<file path="config.mk">
export PLATFORM = sky130hd
export DESIGN_NAME = ictl_top
export DESIGN_NICKNAME = d
export VERILOG_FILES = /design/src/rtl/ictl_pkg.sv /design/src/rtl/ictl_edge_latch.sv /design/src/rtl/ictl_prio.sv /design/src/rtl/ictl_top.sv
export SDC_FILE = /design/constraint.sdc
export NUM_CORES = 1
export LEC_CHECK = 0
export ABC_AREA = 1
export BUFFER_PORTS_ARGS = -buffer_cell sky130_fd_sc_hd__buf_4
export CORE_MARGIN = 2
export CORE_UTILIZATION = 41
export CTS_CLUSTER_SIZE = 30
export DETAILED_ROUTE_END_ITERATION = 8
export PLACE_DENSITY = 0.8
export SLEW_MARGIN = 40
export SYNTH_ARGS = -nofsm -noshare
export SYNTH_HDL_FRONTEND = slang
export SYNTH_SLANG_ARGS = --single-unit
</file>
<file path="constraint.sdc">
create_clock -name clk -period 0.85 [get_ports clk]
set_input_delay 0.0425 -clock clk [delete_from_list [all_inputs] [get_ports clk]]
set_output_delay 0.0425 -clock clk [all_outputs]
set_load 0.005 [all_outputs]
</file>
<file path="src/rtl/ictl_pkg.sv">
package ictl_pkg;
    localparam int NLVL   = 3;
    localparam int STAT_W = 8;
    localparam int NSRC   = NLVL + 1;

    typedef enum logic [2:0] {
        OP_NOP  = 3'd0,
        OP_EN   = 3'd1,
        OP_DIS  = 3'd2,
        OP_RDM  = 3'd3,
        OP_SETM = 3'd4,
        OP_HALT = 3'd5
    } op_t;

    typedef struct packed {
        logic              ie;
        logic [NLVL-1:0]   mask;
        logic              sod;
        logic              halt;
        logic [STAT_W-1:0] stat;
    } ctl_st_t;
endpackage

</file>
<file path="src/rtl/ictl_edge_latch.sv">
module ictl_edge_latch (
    input  logic clk,
    input  logic rst_n,
    input  logic lvl,
    input  logic clr,
    output logic pend
);
    logic prev_d, prev_q, pend_d, pend_q;

    always_comb begin
        prev_d = lvl;
        pend_d = (lvl & ~prev_q) | (pend_q & ~clr);
    end

    always_ff @(posedge clk) begin
        if (!rst_n) begin
            prev_q <= 1'b0;
            pend_q <= 1'b0;
        end else begin
            prev_q <= prev_d;
            pend_q <= pend_d;
        end
    end

    assign pend = pend_q;

    // a rising edge always lands in the latch
    p_rise_sets_r6: assert property (@(posedge clk) disable iff (!rst_n)
        (lvl && !prev_q) |=> pend);
endmodule

</file>
<file path="src/rtl/ictl_prio.sv">
module ictl_prio #(
    parameter int N = 4,
    localparam int VW = $clog2(N + 1)
) (
    input  logic [N-1:0]  req,
    output logic          any,
    output logic [VW-1:0] vec
);
    always_comb begin
        vec = '0;
        for (int i = 0; i < N; i++) begin
            if (req[i]) vec = VW'(i + 1);
        end
    end

    assign any = |req;
endmodule

</file>
<file path="src/rtl/ictl_top.sv">
module ictl_top
    import ictl_pkg::*;
(
    input  logic        clk,
    input  logic        rst_n,
    input  logic        cmd_valid,
    input  logic [2:0]  cmd_op,
    input  logic [7:0]  cmd_byte,
    input  logic        serial_in,
    input  logic        trap_in,
    input  logic        lvl75_in,
    input  logic        lvl65_in,
    input  logic        lvl55_in,
    input  logic        ack_in,
    output logic        irq_req,
    output logic [2:0]  irq_vec,
    output logic [7:0]  status_byte,
    output logic        serial_out,
    output logic        halted
);
    localparam int VW = $clog2(NSRC + 1);
    localparam logic [VW-1:0] VEC_TRAP = VW'(NSRC);
    localparam logic [VW-1:0] VEC_75   = VW'(NLVL);
    localparam logic [VW-1:0] VEC_55   = VW'(1);

    ctl_st_t st_d, st_q;
    logic [NSRC-1:0] req;
    logic [NLVL-1:0] lvl_pend;
    logic pend75, clr75, any;
    logic [VW-1:0] vec;
    op_t op;

    assign op = cmd_valid ? op_t'(cmd_op) : OP_NOP;
    assign clr75 = (ack_in && vec == VEC_75) || (op == OP_SETM && cmd_byte[4]);

    ictl_edge_latch u_edge75 (
        .clk  (clk),
        .rst_n(rst_n),
        .lvl  (lvl75_in),
        .clr  (clr75),
        .pend (pend75)
    );

    assign lvl_pend = {pend75, lvl65_in, lvl55_in};

    genvar g;
    generate
        for (g = 0; g < NLVL; g++) begin : g_gate
            assign req[g] = st_q.ie & ~st_q.mask[g] & lvl_pend[g];
        end
    endgenerate
    assign req[NSRC-1] = trap_in;

    ictl_prio #(.N(NSRC)) u_prio (
        .req(req),
        .any(any),
        .vec(vec)
    );

    always_comb begin
        st_d = st_q;
        case (op)
            OP_EN:   st_d.ie = 1'b1;
            OP_DIS:  st_d.ie = 1'b0;
            OP_RDM:  st_d.stat = {serial_in, lvl_pend, st_q.ie, st_q.mask};
            OP_SETM: begin
                if (cmd_byte[3]) st_d.mask = cmd_byte[NLVL-1:0];
                if (cmd_byte[6]) st_d.sod  = cmd_byte[7];
            end
            OP_HALT: st_d.halt = 1'b1;
            default: ;
        endcase
        if (ack_in) begin
            st_d.ie   = 1'b0;
            st_d.halt = 1'b0;
        end
    end

    always_ff @(posedge clk) begin
        if (!rst_n) begin
            st_q.ie   <= 1'b0;
            st_q.mask <= '1;
            st_q.sod  <= 1'b0;
            st_q.halt <= 1'b0;
            st_q.stat <= {{(STAT_W-NLVL){1'b0}}, {NLVL{1'b1}}};
        end else begin
            st_q <= st_d;
        end
    end

    assign irq_req     = any;
    assign irq_vec     = vec;
    assign status_byte = st_q.stat;
    assign serial_out  = st_q.sod;
    assign halted      = st_q.halt;

    // trap always owns the vector
    p_trap_first_r9: assert property (@(posedge clk) disable iff (!rst_n)
        trap_in |-> (irq_req && irq_vec == VEC_TRAP));

    // acknowledge leaves the enable flag clear
    p_ack_clears_ie_r3: assert property (@(posedge clk) disable iff (!rst_n)
        ack_in |=> !st_q.ie);

    // lowest level only with enable set and mask clear
    p_masked_level_r4: assert property (@(posedge clk) disable iff (!rst_n)
        (irq_vec == VEC_55) |-> (st_q.ie && !st_q.mask[0] && lvl55_in));

    // masks move only on a mask-loading set-mask
    p_mask_keep_r5: assert property (@(posedge clk) disable iff (!rst_n)
        !(op == OP_SETM && cmd_byte[3]) |=> $stable(st_q.mask));

    // halt holds until acknowledged
    p_halt_hold_r11: assert property (@(posedge clk) disable iff (!rst_n)
        (halted && !ack_in) |=> halted);
endmodule

</file>
==> Yosys cells after proc, flatten, opt, wreduce, memory -nomap -nowiden <==
Index checks and enable logic that the tools add are counted.
{ "totals": {"register_bits": 16, "input_bits": 20, "output_inout_bits": 14, "elab_cells": 42} }
{ "classes": {"eq_ne": 6, "muxes": 6, "bitwise": 15, "reduce_logical": 8} }
{ "ops": {"columns": ["operator", "count"], "rows": [
  ["$eq 3x2->1 const B", 3],
  ["$and 1x1->1", 8],
  ["$eq 3x3->1 const B", 2],
  ["$mux 3", 2],
  ["$not 1->1", 6],
  ["$mux 2", 2],
  ["$reduce_and 2->1", 2],
  ["$reduce_or 4->1", 1],
  ["$eq 3x1->1 const B", 1],
  ["$logic_and 1x1->1", 2],
  ["$pmux 1 s2", 1],
  ["$reduce_bool 2->1", 1],
  ["$reduce_or 2->1", 1],
  ["$logic_or 1x1->1", 1],
  ["$mux 1", 1],
  ["$or 1x1->1", 1]
]} }

==> Longest topological paths before layout <==
{ "depth": {"depth_word": 13, "depth_mapped": 6} }

==> Cells and area by module <==
From an unflattened synthesis, not the netlist that was laid out.
{ "unflattened": {"cells_unflattened": 112, "area_unflattened_um2": 795.8} }
{ "modules_own_cells": {"columns": ["module", "n_inst", "cells_each", "area_per_inst_um2", "seq_area_each_um2"], "rows": [
  ["ictl_top", 1, 95, 683.2, 280.3],
  ["ictl_edge_latch", 1, 9, 68.8, 40.0],
  ["ictl_prio", 1, 8, 43.8, 0.0]
]} }

==> Worst setup path before layout <==
No wires, ideal clock.
{ "synth_path": {"kind": "reg-to-reg", "from": "register st_q[13] (netlist name)", "to": "register u_edge75.pend_q (netlist: u_edge75.pend)", "setup_ns": 0.113, "t_arrival_ns": 0.715, "slack_ns": 0.021, "path_stages_with_launch": 6, "n_path_buf": 0, "cell_sequence": "dfxtp_1 nand2_1 nor2_1 nand2_1 nand3b_1 nand2_1"} }
{ "synth_via": {"elab_chain_cells": 12, "word_cells_on_any_way": 16, "classes_between": "1 x eq/ne; 4 x mux; 9 x bitwise; 2 x reduce/logical"} }
{ "synth_rtl": {"columns": ["item", "line", "source"], "rows": [
  ["start, declared", "ictl_top.sv:26", "ctl_st_t st_d, st_q;"],
  ["start signal, assigned", "ictl_top.sv:87", "st_q <= st_d;"],
  ["$and 1x1->1 (2 in a row)", "ictl_top.sv:49", "assign req[g] = st_q.ie & ~st_q.mask[g] & lvl_pend[g];"],
  ["$mux 1", "ictl_prio.sv:12", "if (req[i]) vec = VW'(i + 1);"],
  ["$mux 2", "ictl_prio.sv:12", null],
  ["$mux 2 (*)", "ictl_prio.sv:12", null],
  ["$mux 3 (*)", "ictl_prio.sv:12", null],
  ["$eq 3x2->1 (*)", "ictl_top.sv:34", "assign clr75 = (ack_in && vec == VEC_75) || (op == OP_SETM && cmd_byte[4]);"],
  ["$logic_and 1x1->1 (*)", "ictl_top.sv:34", null],
  ["$logic_or 1x1->1 (*)", "ictl_top.sv:34", null],
  ["$not 1->1 (*)", "ictl_edge_latch.sv:12", "pend_d = (lvl & ~prev_q) | (pend_q & ~clr);"],
  ["$and 1x1->1 (*)", "ictl_edge_latch.sv:12", null],
  ["$or 1x1->1 (*)", "ictl_edge_latch.sv:12", null],
  ["end signal, assigned", "ictl_edge_latch.sv:21", "pend_q <= pend_d;"],
  ["end, declared", "ictl_edge_latch.sv:8", "logic prev_d, prev_q, pend_d, pend_q;"]
]} }
Mark *: on every way between the ends. The rest lies on a longest branch, timed or not.
A chain may end at the register's enable or synchronous reset.

==> Final worst setup path <==
{ "layout_path": {"from": "register st_q[13] (netlist name)", "to": "output port irq_vec[0]"} }
{ "layout_via": {"elab_chain_cells": 6, "word_cells_on_any_way": 10, "classes_between": "4 x mux; 6 x bitwise"} }
{ "layout_rtl": {"columns": ["item", "line", "source"], "rows": [
  ["$and 1x1->1 (2 in a row)", "ictl_top.sv:49", null],
  ["$mux 1", "ictl_prio.sv:12", null],
  ["$mux 2", "ictl_prio.sv:12", null],
  ["$mux 2 (*)", "ictl_prio.sv:12", null],
  ["$mux 3 (*)", "ictl_prio.sv:12", null],
  ["end, declared", "ictl_top.sv:16", "output logic [2:0] irq_vec,"]
]} }
Marks and branches as above.

==> run_results.csv <==
group,metric,value,unit
synth,ys_ff_latch,16,
outcome,violations,"setup timing",
cells_and_area,final_cell_mix,"buf_4, nand2_1, nor2_1",
synth,yosysSeqAreaShare,40.8,%
pwr,comb_power_share,16.9,%
pwr,p_total,1.42,mW
route,post_drt_wl_per_cell,10.7,um
clock_tree,clockRootBuffer,"clkbuf_4",
synth,yosys.area_share.simple,37.9,%
critical_path,crit_path_end_kind,"output port",
synth,ys_types,19,
synth,synth_top_family_by_area,"simple AND/OR/NAND/NOR gates",
critical_path,r2r_slack,-0.08,ns
cells_and_area,instances_no_fill,166,
floorplanning,num_io_pins,34,
cells_and_area,multi_input_area,365,um2
floorplanning,die-area,2280,um2
pwr,power_frac_clock,27.3,%
route,drtIter0Drc,14,
critical_path,required,0.81,ns
pwr,p_per_area,1290,nW/um2
pwr,p_int,1.07,mW
critical_path,path_class,"flop to output port",
synth,syn_inst,109,
global_route,grt-ovfl-total,0,
cells_and_area,fill_cells,170,
critical_path,path_cells,"nand2_2 -> nor2_2 -> nand2_1 -> a21oi_2 -> buf_4",
floorplanning,die_height,47.8,um
floorplanning,rows,15,
critical_path,cp_slowest_cell,"dfxtp_4",
worst_hold_path,hp-class,"primary input to flop",
route,route.detailed.drc,0,
critical_path,crit_family,"flip-flops",
cells_and_area,layout-area-overhead-vs-synth,39.2,%
timing,rsz0062_at_grt,"yes",
synth,syn-cell-area,786,um2
pwr,p_sw,0.350,mW
pwr,seq_power_share,55.8,%
placement,dp_hpwl,1.38,mm
timing,max_freq,0.818,GHz
cells_and_area,design.final.nets,163,
clock_tree,clk_pin_slew,0.08,ns
floorplanning,die_w,47.8,um
cells_and_area,diodes,0,
global_route,antenna_found_initial,0,
synth,muxShareOfSynthArea,0,%
cells_and_area,layout-drive-gt1-share,44.0,%
outcome,status,"finished with violations",
placement,portBuffers,32,
timing,setup_viol,4,
cells_and_area,ff_latch_area,327,um2
synth,syn-num-nets,129,
synth,synthAdderAreaFrac,0,%
pwr,netSwitchingFraction,24.7,%
critical_path,cp_data_arrival_time,1.18,ns
cells_and_area,final_common_cell,"buf_4",
timing,fin_ws,-0.373,ns
route,detail-route-antenna-nets,0,
critical_path,critPathMaxStageDelay,0.37,ns
timing,finClkSkew,0.000807,ns
critical_path,timing.critical_path.buf_inv,1,
clock_tree,cts_sinks,16,
synth,synthXorXnorAreaFrac,0,%
global_route,grt_pass1_vias,682,
job,max_cap_violations,0,
timing,whs,0.0131,ns
timing,hold_viol,0,
timing,final_max_slew_viol_count,0,
global_route,grt.total_usage,17.0,%
placement,placedCellCount,160,
floorplanning,core_area,1760,um2
route,vias,783,
synth,syn_area_per_cell,7.21,um2
timing,fin_crit,1.22,ns
timing,tightest_slew,0.305,ns
global_route,grt_max_degree,16,
synth,synth_compound_area_share,5.73,%
clock_tree,cts_tree,"built",
clock_tree,clock_path_buffers,2,
synth,yosysWarningCount,0,
clock_tree,numCtsBuffers,3,
timing,fin_setup_tns,-1.09,ns
floorplanning,initial_core_util,44.5,%
route,finalWirelength,1.78,mm
critical_path,path_max_fanout,4,
pwr,power_leakage,0.523,nW
pwr,vdd_ir_drop_max,0.963,mV
timing,max_slew_margin,79.6,%
route,vias_per_cell,4.72,
timing,timing.final.crit_share,144,%
route,drt_pass1_iterations,4,
placement,place.gp.congestion,0.752,
clock_tree,insertion_delay,0.28,ns
clock_tree,htreeDepth,1,
critical_path,cp-start-kind,"flop",
global_route,grt_pass1_wl,2.73,mm
## worst register-to-register path, stage by stage (launching register included)
cell and delay (ns):
dfxtp_4 0.37, nand2_2 0.07, nor2_4 0.11, buf_4 0.11, nand2_1 0.04, nand3b_1 0.08
nand2_1 0.05
## power groups by stage
stage / Clock (mW) / Sequential (mW) / Combinational (mW)
2_1_floorplan: 0 / 0.804 / 0.113
3_3_place_gp: 0 / 0.804 / 0.224
3_5_place_dp: 0 / 0.806 / 0.232
4_1_cts: 0.400 / 0.789 / 0.241
5_1_grt: 0.426 / 0.792 / 0.267
6_report: 0.386 / 0.790 / 0.240
## per-stage QoR
step	worst slack, ns	instance area (um2)	utilization (%)
2_1_floorplan	0.0214	786	-
3_3_place_gp	-0.0426	1010	57.5
3_5_place_dp	-0.0854	1010	57.5
4_1_cts	-0.333	1070	60.4
5_1_grt	-0.434	1090	62.0
6_report	-0.373	1090	62.0
## synth_stat cells (all sizes together)
library cell | count | share of area [%]
nand2 | 26 | 14
nor2 | 19 | 11
dfxtp | 16 | 41
inv | 11 | 5.3
buf | 10 | 9.2
nand3 | 10 | 7.6
o21ai | 5 | 3.2
a21oi | 4 | 2.5
nand4 | 4 | 3.2
nand3b | 2 | 1.9
clkinv | 1 | 1.1
or2 | 1 | 0.80
## final timing paths
kind	startpoint	to	depth (start not counted)
setup / recovery	st_q[13]	irq_vec[0]	5
hold / removal	lvl65_in	status_byte[5]	3
setup reg to reg	st_q[13]	u_edge75.pend	6
hold reg to reg	halted	halted	2
## logic make-up after synthesis
logic type	after synthesis
compound gates	9
flops	16
buf+inv	22
simple gates	62
## state kept, by name, indices dropped and copies added, names as in the netlist
| name | flops |
|---|---|
| status_byte | 8 |
| st_q | 4 |
| serial_out | 1 |
| halted | 1 |
| u_edge75.pend | 1 |
| u_edge75.prev_q | 1 |
## what timing repair did
| item | in CTS | in global routing |
|---|---|---|
| setup buffers | 0 | 1 |
| pin swaps | 0 | 6 |
| resized for setup | 4 | 7 |
| hold buffers | 2 | 0 |
| endpoints found under the hold margin | 2 | 0 |
| setup endpoints to repair | 4 | 4 |
## layer usage
layer	vias up	track usage, %	share of wire (%)
li1	401	-	-
met1	361	18.0	41
met2	21	32.3	53
met3	0	6.79	6.1
met4	0	1.62	0
met5	-	0	0
## final cells by class
type | instances | share of cell area, %
timing repair buffer | 39 | 27.2
clock buffer | 3 | 2.06
inverter | 12 | 4.58
tap | 25 | 2.86
multi-input combinational | 71 | 33.4
sequential | 16 | 29.9
(Power assumes the default switching activity.)
